===== config.mk =====
export PLATFORM = sky130hd
export DESIGN_NAME = video_timing_extract
export DESIGN_NICKNAME = d
export VERILOG_FILES = /design/src/rtl/vte_pkg.sv /design/src/rtl/vte_delay.sv /design/src/rtl/vte_trs_match.sv /design/src/rtl/vte_track.sv /design/src/rtl/video_timing_extract.sv
export SDC_FILE = /design/constraint.sdc
export NUM_CORES = 1
export LEC_CHECK = 0
export ABC_AREA = 1
export ABC_CLOCK_PERIOD_IN_PS = 1300
export BUFFER_PORTS_ARGS = -buffer_cell sky130_fd_sc_hd__buf_4
export CAP_MARGIN = 10
export CORE_UTILIZATION = 48
export CTS_BUF_LIST = sky130_fd_sc_hd__clkbuf_4
export CTS_CLUSTER_SIZE = 24
export DETAILED_ROUTE_END_ITERATION = 10
export GPL_TIMING_DRIVEN = 0
export MAX_ROUTING_LAYER = met4
export PLACE_DENSITY = 0.69
export SLEW_MARGIN = 25
export SYNTH_ARGS = -nofsm -noshare
export SYNTH_HDL_FRONTEND = slang
export SYNTH_SLANG_ARGS = --single-unit

===== constraint.sdc =====
create_clock -name clk -period 1.3 [get_ports clk]
set_input_delay 0.13 -clock clk [delete_from_list [all_inputs] [get_ports clk]]
set_output_delay 0.13 -clock clk [all_outputs]
set_load 0.02 [all_outputs]

===== src/rtl/vte_pkg.sv =====
package vte_pkg;

  // words in one timing reference sequence (fixed by the video format)
  localparam int TRS_WORDS = 4;

  typedef struct packed {
    logic f;
    logic v;
    logic h;
  } vte_flags_t;

  typedef enum logic {
    HSHAPE_LINE = 1'b0,
    HSHAPE_FLAG = 1'b1
  } hshape_e;

  // output level of horizontal blanking right after a sequence
  function automatic logic blank_level(input hshape_e s, input logic hflag);
    return (s == HSHAPE_FLAG) ? hflag : 1'b1;
  endfunction

  // cycles the line shape keeps H high after a start-of-active sequence
  function automatic int unsigned sav_hold(input hshape_e s, input logic hflag);
    return (s == HSHAPE_LINE && !hflag) ? TRS_WORDS : 0;
  endfunction

endpackage


===== src/rtl/vte_delay.sv =====
module vte_delay #(
  parameter int W      = 10,
  parameter int STAGES = 4
) (
  input  logic                         clk,
  input  logic                         rst,
  input  logic [W-1:0]                 d,
  output logic [STAGES-1:0][W-1:0]     taps
);

  always_ff @(posedge clk) begin
    if (rst) begin
      taps <= '0;
    end else begin
      taps[0] <= d;
      for (int s = 1; s < STAGES; s++) begin
        taps[s] <= taps[s-1];
      end
    end
  end

endmodule


===== src/rtl/vte_trs_match.sv =====
module vte_trs_match
  import vte_pkg::*;
#(
  parameter int DW   = 10,
  parameter int NTAP = TRS_WORDS - 1
) (
  input  logic [DW-1:0]              din,
  input  logic [NTAP-1:0][DW-1:0]    taps,
  output logic                       hit,
  output vte_flags_t                 fl
);

  localparam int NZERO = NTAP - 1;
  localparam int FBIT  = DW - 2;
  localparam int VBIT  = DW - 3;
  localparam int HBIT  = DW - 4;

  function automatic logic all_ones(input logic [DW-1:0] w);
    return &w;
  endfunction

  logic [NZERO-1:0] zero_ok;
  logic             lead_ok;

  generate
    for (genvar z = 0; z < NZERO; z++) begin : g_zero
      assign zero_ok[z] = (taps[z] == '0);
    end
  endgenerate

  assign lead_ok = all_ones(taps[NTAP-1]);
  assign hit     = lead_ok && (&zero_ok);

  assign fl.f = din[FBIT];
  assign fl.v = din[VBIT];
  assign fl.h = din[HBIT];

endmodule


===== src/rtl/vte_track.sv =====
module vte_track
  import vte_pkg::*;
(
  input  logic       clk,
  input  logic       rst,
  input  logic       hit,
  input  vte_flags_t fl,
  input  hshape_e    shape,
  output vte_flags_t cur,
  output vte_flags_t nxt
);

  localparam int CW = $clog2(TRS_WORDS + 1);

  logic [CW-1:0] hold_q;
  logic [CW-1:0] hold_d;
  logic          fall_now;

  assign fall_now = (hold_q == CW'(1));

  always_comb begin
    nxt    = cur;
    hold_d = (hold_q != '0) ? hold_q - CW'(1) : '0;
    if (fall_now) begin
      nxt.h = 1'b0;
    end
    if (hit) begin
      nxt.v  = fl.v;
      nxt.f  = fl.f;
      nxt.h  = blank_level(shape, fl.h);
      hold_d = CW'(sav_hold(shape, fl.h));
    end
  end

  always_ff @(posedge clk) begin
    if (rst) begin
      cur    <= '0;
      hold_q <= '0;
    end else begin
      cur    <= nxt;
      hold_q <= hold_d;
    end
  end


  h_fall_cause_chk: assert property (@(posedge clk) disable iff (rst)
    $fell(cur.h) |-> ($past(hold_q) == CW'(1) || $past(hit && !fl.h)));


  vf_capture_chk: assert property (@(posedge clk) disable iff (rst)
    hit |=> (cur.v == $past(fl.v) && cur.f == $past(fl.f)));

endmodule


===== src/rtl/video_timing_extract.sv =====
module video_timing_extract
  import vte_pkg::*;
#(
  parameter int DW = 10
) (
  input  logic          clk,
  input  logic          rst,
  input  logic [DW-1:0] din,
  input  logic          trs_mode,
  input  logic          cfg_we,
  input  logic          cfg_h_flag,
  input  logic          ext_h,
  input  logic          ext_v,
  input  logic          ext_f,
  output logic [DW-1:0] dout,
  output logic          h_out,
  output logic          v_out,
  output logic          f_out
);

  localparam int XDLY = TRS_WORDS - 1;

  // data pipeline, also the history window of the sequence matcher
  logic [TRS_WORDS-1:0][DW-1:0] dtap;

  vte_delay #(.W(DW), .STAGES(TRS_WORDS)) u_data (
    .clk  (clk),
    .rst  (rst),
    .d    (din),
    .taps (dtap)
  );

  assign dout = dtap[TRS_WORDS-1];

  logic       trs_hit;
  vte_flags_t trs_fl;

  vte_trs_match #(.DW(DW), .NTAP(TRS_WORDS - 1)) u_match (
    .din  (din),
    .taps (dtap[TRS_WORDS-2:0]),
    .hit  (trs_hit),
    .fl   (trs_fl)
  );

  // shape configuration
  hshape_e shape_q;

  always_ff @(posedge clk) begin
    if (rst) begin
      shape_q <= HSHAPE_LINE;
    end else if (cfg_we) begin
      shape_q <= hshape_e'(cfg_h_flag);
    end
  end

  vte_flags_t trk_cur;
  vte_flags_t trk_nxt;

  vte_track u_track (
    .clk   (clk),
    .rst   (rst),
    .hit   (trs_hit),
    .fl    (trs_fl),
    .shape (shape_q),
    .cur   (trk_cur),
    .nxt   (trk_nxt)
  );

  // external strobe pipeline (last stage is the output register)
  vte_flags_t ext_pipe [XDLY];
  vte_flags_t ext_in;

  assign ext_in = '{f: ext_f, v: ext_v, h: ext_h};

  always_ff @(posedge clk) begin
    if (rst) begin
      for (int s = 0; s < XDLY; s++) begin
        ext_pipe[s] <= '0;
      end
    end else begin
      ext_pipe[0] <= ext_in;
      for (int s = 1; s < XDLY; s++) begin
        ext_pipe[s] <= ext_pipe[s-1];
      end
    end
  end

  vte_flags_t out_q;

  always_ff @(posedge clk) begin
    if (rst) begin
      out_q <= '0;
    end else begin
      out_q <= trs_mode ? trk_nxt : ext_pipe[XDLY-1];
    end
  end

  assign h_out = out_q.h;
  assign v_out = out_q.v;
  assign f_out = out_q.f;

  // cycles since reset, for checks that look back over the pipeline
  logic [2:0] warm_q;
  logic       warm;

  always_ff @(posedge clk) begin
    if (rst) begin
      warm_q <= '0;
    end else if (warm_q != 3'd7) begin
      warm_q <= warm_q + 3'd1;
    end
  end

  assign warm = (warm_q >= 3'd4);


  data_align_chk: assert property (@(posedge clk) disable iff (rst)
    warm |-> (dout == $past(din, 4)));


  ext_follow_chk: assert property (@(posedge clk) disable iff (rst)
    (warm && !trs_mode) |=> (h_out == $past(ext_h, 4) && v_out == $past(ext_v, 4)
                             && f_out == $past(ext_f, 4)));


  eav_raise_chk: assert property (@(posedge clk) disable iff (rst)
    (trs_mode && trs_hit && trs_fl.h) |=> h_out);


  flag_sav_chk: assert property (@(posedge clk) disable iff (rst)
    (trs_mode && trs_hit && !trs_fl.h && shape_q == HSHAPE_FLAG) |=> !h_out);


  trs_out_match_chk: assert property (@(posedge clk) disable iff (rst)
    trs_mode |=> (out_q == trk_cur));


  cfg_hold_chk: assert property (@(posedge clk) disable iff (rst)
    !cfg_we |=> $stable(shape_q));

endmodule


==> results of run 1 <==
[worst paths after layout]
check | slack, ns | endpoint | cells after the start | startpoint
worst max-delay path | 0.04 | h_out | 10 | u_data.taps[19]
worst min-delay path | 0.01 | shape_q | 3 | cfg_we
worst max register to register | 0.04 | h_out | 10 | u_data.taps[19]
worst min register to register | 0.40 | ext_pipe[0][6] | 2 | ext_pipe[0][3]
[cell type report]
cell class | count | area [sq um]
Fill cell | 363 | 1400
Sequential cell | 59 | 1180
Multi-Input combinational cell | 117 | 564
Timing Repair Buffer | 47 | 388
Inverter | 59 | 221
Buffer | 16 | 98.8
Clock buffer | 12 | 90.1
Tap cell | 50 | 62.6
Clock inverter | 4 | 17.5
[worst min-delay path, delay by kind of cell]
family	cells	cell delay (ns)
buffers and inverters	1	0.08
and+or+nand+nor	1	0.07
AOI/OAI and AO/OA	1	0.05
[cell usage after synthesis]
cell      instances  area (sq um)
o21ai_1           1          5.00
o21ai_0           1          5.00
nor2_8            1          20.0
nor2_1           70           263
nand2_4           1          11.3
nor2_4            1          11.3
nand2_1          21          78.8
buf_4            10          75.1
nand3_1           7          35.0
nand2_2           4          25.0
clkbuf_1          2          7.51
inv_1            59           221
buf_2             1          5.00
dfxtp_1          59          1180
a21oi_1           6          30.0
ha_1              3          37.5
nand3b_1          1          7.51
buf_1             3          11.3
[cells by family after synthesis]
group / share of synthesized area
AND/OR/NAND/NOR: 0.222
adder cells (fa/ha/maj): 0.0185
AO/OA/AOI/OAI: 0.0197
flip-flops: 0.582
buffers and inverters: 0.158
[per-layer routing]
layer	wire length [microns]	GRT usage
met3	140	0.0531
met5	0	-
met1	1410	0.187
met4	55	0.128
met2	1490	0.259
[metrics by stage]
step,util,cells,setup TNS (ns)
after floorplan,-,251,0
after global placement,0.574,330,0
after detailed placement,0.574,330,0
after CTS,0.638,361,0
after global routing,0.652,364,-0.367
final,0.652,364,0
[state kept, by name, summed over array words and instances (netlist names)]
register        cells
u_data.taps        40
ext_pipe            9
u_track.cur         3
u_track.hold_q      3
f_out               1
h_out               1
shape_q             1
v_out               1
[timing repair]
action | 4_1_cts | 5_1_grt
setup endpoints to repair | 0 | 8
setup buffers | 0 | 4
resized for setup | 0 | 21
endpoints found under the hold margin | 14 | 0
hold buffers | 15 | 0
[placed cells by master (no fill, tap or decap)]
cell,synthesis,final
nor2_1,70,68
dfxtp_1,59,56
inv_1,59,50
buf_4,10,43
nand2_1,21,19
dlygate4sd3_1,0,14
clkbuf_4,0,12
inv_2,0,9
a21oi_1,6,6
nand2_2,4,4
nand3_1,7,4
buf_1,3,3
nand2_4,1,3
nand3_2,0,3
ha_1,3,3
dfxtp_2,0,3
nor2_2,0,2
clkbuf_1,2,2
clkinv_1,0,2
clkinv_2,0,2
buf_2,1,1
nor2_8,1,1
nand3b_1,1,1
nor2_4,1,1
o21ai_0,1,1
o21ai_1,1,1
[power by group]
group	leakage, nW	switching, W	internal, W
Sequential	0.485	0.0000329	0.00189
Clock	0.0662	0.000579	0.000441
Combinational	0.773	0.000185	0.000168
Total	1.32	0.000797	0.00250
==> impl_metrics.ini, run 1 <==
[detailed_routing]
wl_mm = 3.10
ant_nets = 0
firstDrtPassIters = 4
vias_per_cell = 4.11
vias = 1496
avgRoutedWirePerCell_microns = 8.51
drt_iter0_drc = 62
drcViolationCount = 0

[sta]
clock-skew-final_ns = 0.00759
slew_headroom = 0.719
max_freq_ghz = 0.791
setup_ws_ns = 0.0362
rsz0062_at_grt = true
hold_viol = 0
period_share = 0.972
worstMarginPinSlew_ns = 0.422
slew_violations = 0
layout_min_cycle_time_ns = 1.26
finalSetupViolCount = 0
whs_ns = 0.0102

[worst_setup_path]
path_buf_inv = 2
crit_fanout = 5
crit_type = register to register
critPathRequiredTime_ns = 1.57
critPathLaunchType = register
cp_data_arrival_time_ns = 1.54
path_delay_family = simple AND/OR/NAND/NOR gates
endpoint_kind = register
cpPeakStageDelay_ns = 0.31
crit_chain = inv_2, nand2_1, nor2_2, nand2_2, nor2_8, nand2_4, nand2_2, nand3_2, nand2_1, inv_1
crit_slowest_cell = dfxtp_1

[placed_design]
place_hpwl_mm = 2.06
pre_cts_ws_ns = 0.0538
finalWeightedCongestion = 0.818
place_area_sq_mm = 0.00231
port_buffers = 29

[cts]
cts_buffer_depth = 2
cts_tree = built
path_clk_slew_ns = 0.09
cts_buffers = 9
htree_levels = 3
clock-sinks = 59
clock-root-buffer = clkbuf_4
insertion_delay_ns = 0.37

[run]
cap_violations = 0

[finish]
final_nets = 330
syn_to_final_growth_pct = 29.4
diodes = 0
final_cell_area_sq_mm = 0.00263
drive_gt1_frac = 0.268

[global_routing]
grt_max_degree = 11
grt_pass1_vias = 1242
antenna_found_initial = 0
overflow = 0
grt_first_pass_wirelength_mm = 5.20
grtUsageTotal = 0.171

[status]
status = complete, no violations

[power_and_ir_drop]
pwr_density_cell_mw_per_mm2 = 1250
p_leak_nw = 1.32
vdd.ir_drop.worst_mv = 0.715
total_power_w = 0.00330

[synthesis]
syn_area_per_cell_sq_um = 8.09
synth_warnings = 0
ys_seq_area_frac = 0.582
synth_fp_nets = 272
syn_inst = 251
ys_ff_latch = 59
syn-cell-area_sq_mm = 0.00203
synth.distinct_cells = 18

[floorplanning]
rows = 23
die_w_microns = 67.0
start_util = 0.504
die-area_sq_mm = 0.00450
coreArea_sq_mm = 0.00403
die-height_microns = 67.0
io_pins = 31

[hold_path]
hp-class = primary input to register
(Power assumes the default switching activity.)
==> run 2: changes to the inputs <==
- CORE_ASPECT_RATIO: unset -> 1.2
==> impl_metrics.ini, run 2 (synthesized netlist as in run 1, its figures left out) <==
[finish]
drive_gt1_frac = 0.244
multi_input_area_sq_um = 557
top_register = u_data.taps
syn_to_final_growth_pct = 30.6
final_nets = 327
final_common_cell = nor2_1
largest_reg_flops = 40
layout_common_cells = 70 x nor2_1, 57 x dfxtp_1, 52 x inv_1
seqCellArea_sq_mm = 0.00118
diodes = 0
final_cell_area_sq_mm = 0.00265
fillCellCount = 353
reg_top3 = u_data.taps x40, ext_pipe x9
final_cells = 365

[global_routing]
grt_pass1_vias = 1352
overflow = 0
grt_max_degree = 11
grtUsageTotal = 0.181
antenna_found_initial = 0
grt_first_pass_wirelength_mm = 5.42

[placed_design]
dp.cells = 334
place_hpwl_mm = 2.04
place_area_sq_mm = 0.00232
finalWeightedCongestion = 0.753
port_buffers = 29
pre_cts_ws_ns = 0.0726

[cts]
htree_levels = 3
insertion_delay_ns = 0.40
clock-root-buffer = clkbuf_4
path_clk_slew_ns = 0.09
cts_tree = built
clock-sinks = 59
cts_buffer_depth = 2
cts_buffers = 9

[detailed_routing]
ant_nets = 0
vias_per_cell = 4.07
drt_iter0_drc = 30
firstDrtPassIters = 4
vias = 1484
avgRoutedWirePerCell_microns = 8.42
wl_mm = 3.07
drcViolationCount = 0

[sta]
clock-skew-final_ns = 0.00712
whs_ns = -0.0322
hold_viol = 1
slew_headroom = 0.706
layout_min_cycle_time_ns = 1.27
finalSetupViolCount = 0
setup_ws_ns = 0.0310
period_share = 0.976
max_freq_ghz = 0.788
slew_violations = 0
worstMarginPinSlew_ns = 0.441
rsz0062_at_grt = true

[power_and_ir_drop]
pwr_density_cell_mw_per_mm2 = 1390
p_leak_nw = 1.32
vdd.ir_drop.worst_mv = 1.21

[worst_setup_path]
crit_top_cell = nand2_2
critPathLaunchType = register
path_delay_family = simple AND/OR/NAND/NOR gates
cpPeakStageDelay_ns = 0.33
path_buf_inv = 2
critPathRequiredTime_ns = 1.61
endpoint_kind = register
cp_data_arrival_time_ns = 1.57
crit_chain = inv_2, nand2_2, nor2_1, nand2_1, nor2_4, nand2_4, nand2_2, nand3_2, nand2_2, inv_1
crit_fanout = 5
crit_slowest_cell = dfxtp_2
crit_type = register to register

[floorplanning]
die-height_microns = 73.3
die_w_microns = 61.4
rows = 25
io_pins = 31
start_util = 0.507
coreArea_sq_mm = 0.00400
die-area_sq_mm = 0.00450

[hold_path]
hp-class = primary input to register

[status]
status = finished, violations left
violations = negative hold slack

[run]
cap_violations = 0
-- run 2: cell types whose count changed in the layout (fill, tap and decap cells not counted), sizes merged --
cell,delta
bufinv,+2
buf,-4
clkinv,-1
clkinvlp,+1
clkbuf,-2
dlygate4sd3,+1
-- run 2: cell type report --
class | count | share of cell area
plain buffers | 16 | 0.0373
clock buffers | 10 | 0.0283
clock inverters | 6 | 0.0302
inverters | 59 | 0.0835
multi-input cells | 117 | 0.210
flip-flops and latches | 59 | 0.446
well taps | 54 | 0.0255
repair buffers | 44 | 0.139
-- run 2: worst reg2reg max path, stage by stage (launching register included) --
cell     delay (ns)
dfxtp_2        0.33
inv_2          0.05
nand2_2        0.05
nor2_1         0.09
nand2_1        0.09
nor2_4         0.19
nand2_4        0.11
nand2_2        0.10
nand3_2        0.06
nand2_2        0.07
inv_1          0.04
-- run 2: per-layer routing --
layer,GRT usage,part of all wire,up-vias
li1,-,-,814
met3,0.0475,0.050,11
met5,-,0,-
met4,0.156,0.042,0
met1,0.188,0.41,622
met2,0.279,0.50,37
-- run 2: per-stage QoR --
| step | util | power, W | setup TNS [ns] | hold WS [ns] |
|---|---|---|---|---|
| global placement | 0.578 | 0.00226 | 0 | 0.328 |
| global route | 0.662 | 0.00389 | -0.204 | 0.0205 |
| floorplan | - | 0.00217 | 0 | 0.237 |
| CTS | 0.657 | 0.00373 | 0 | 0.0300 |
| detailed placement | 0.578 | 0.00227 | 0 | 0.335 |
| finish | 0.662 | 0.00368 | 0 | -0.0322 |
-- run 2: power breakdown --
group	switching, W	leakage [nW]	internal (W)
logic	0.000184	0.758	0.000165
registers	0.0000342	0.484	0.00189
clock network	0.000624	0.0815	0.000786
-- run 2: path summary, 6_finish.rpt --
check | startpoint | end | slack (ns) | depth (start not counted)
setup / recovery | u_data.taps[7] | v_out | 0.03 | 10
hold / removal | cfg_we | shape_q | -0.03 | 3
setup reg to reg | u_data.taps[7] | v_out | 0.03 | 10
hold reg to reg | ext_pipe[0][1] | ext_pipe[0][4] | 0.41 | 2
-- run 2: repair_timing --
item | 4_1_cts | 5_1_grt
hold buffers | 16 | 0
gates resized for setup | 0 | 16
endpoints found under the setup margin | 0 | 5
setup buffers | 0 | 0
hold endpoints to repair | 16 | 0
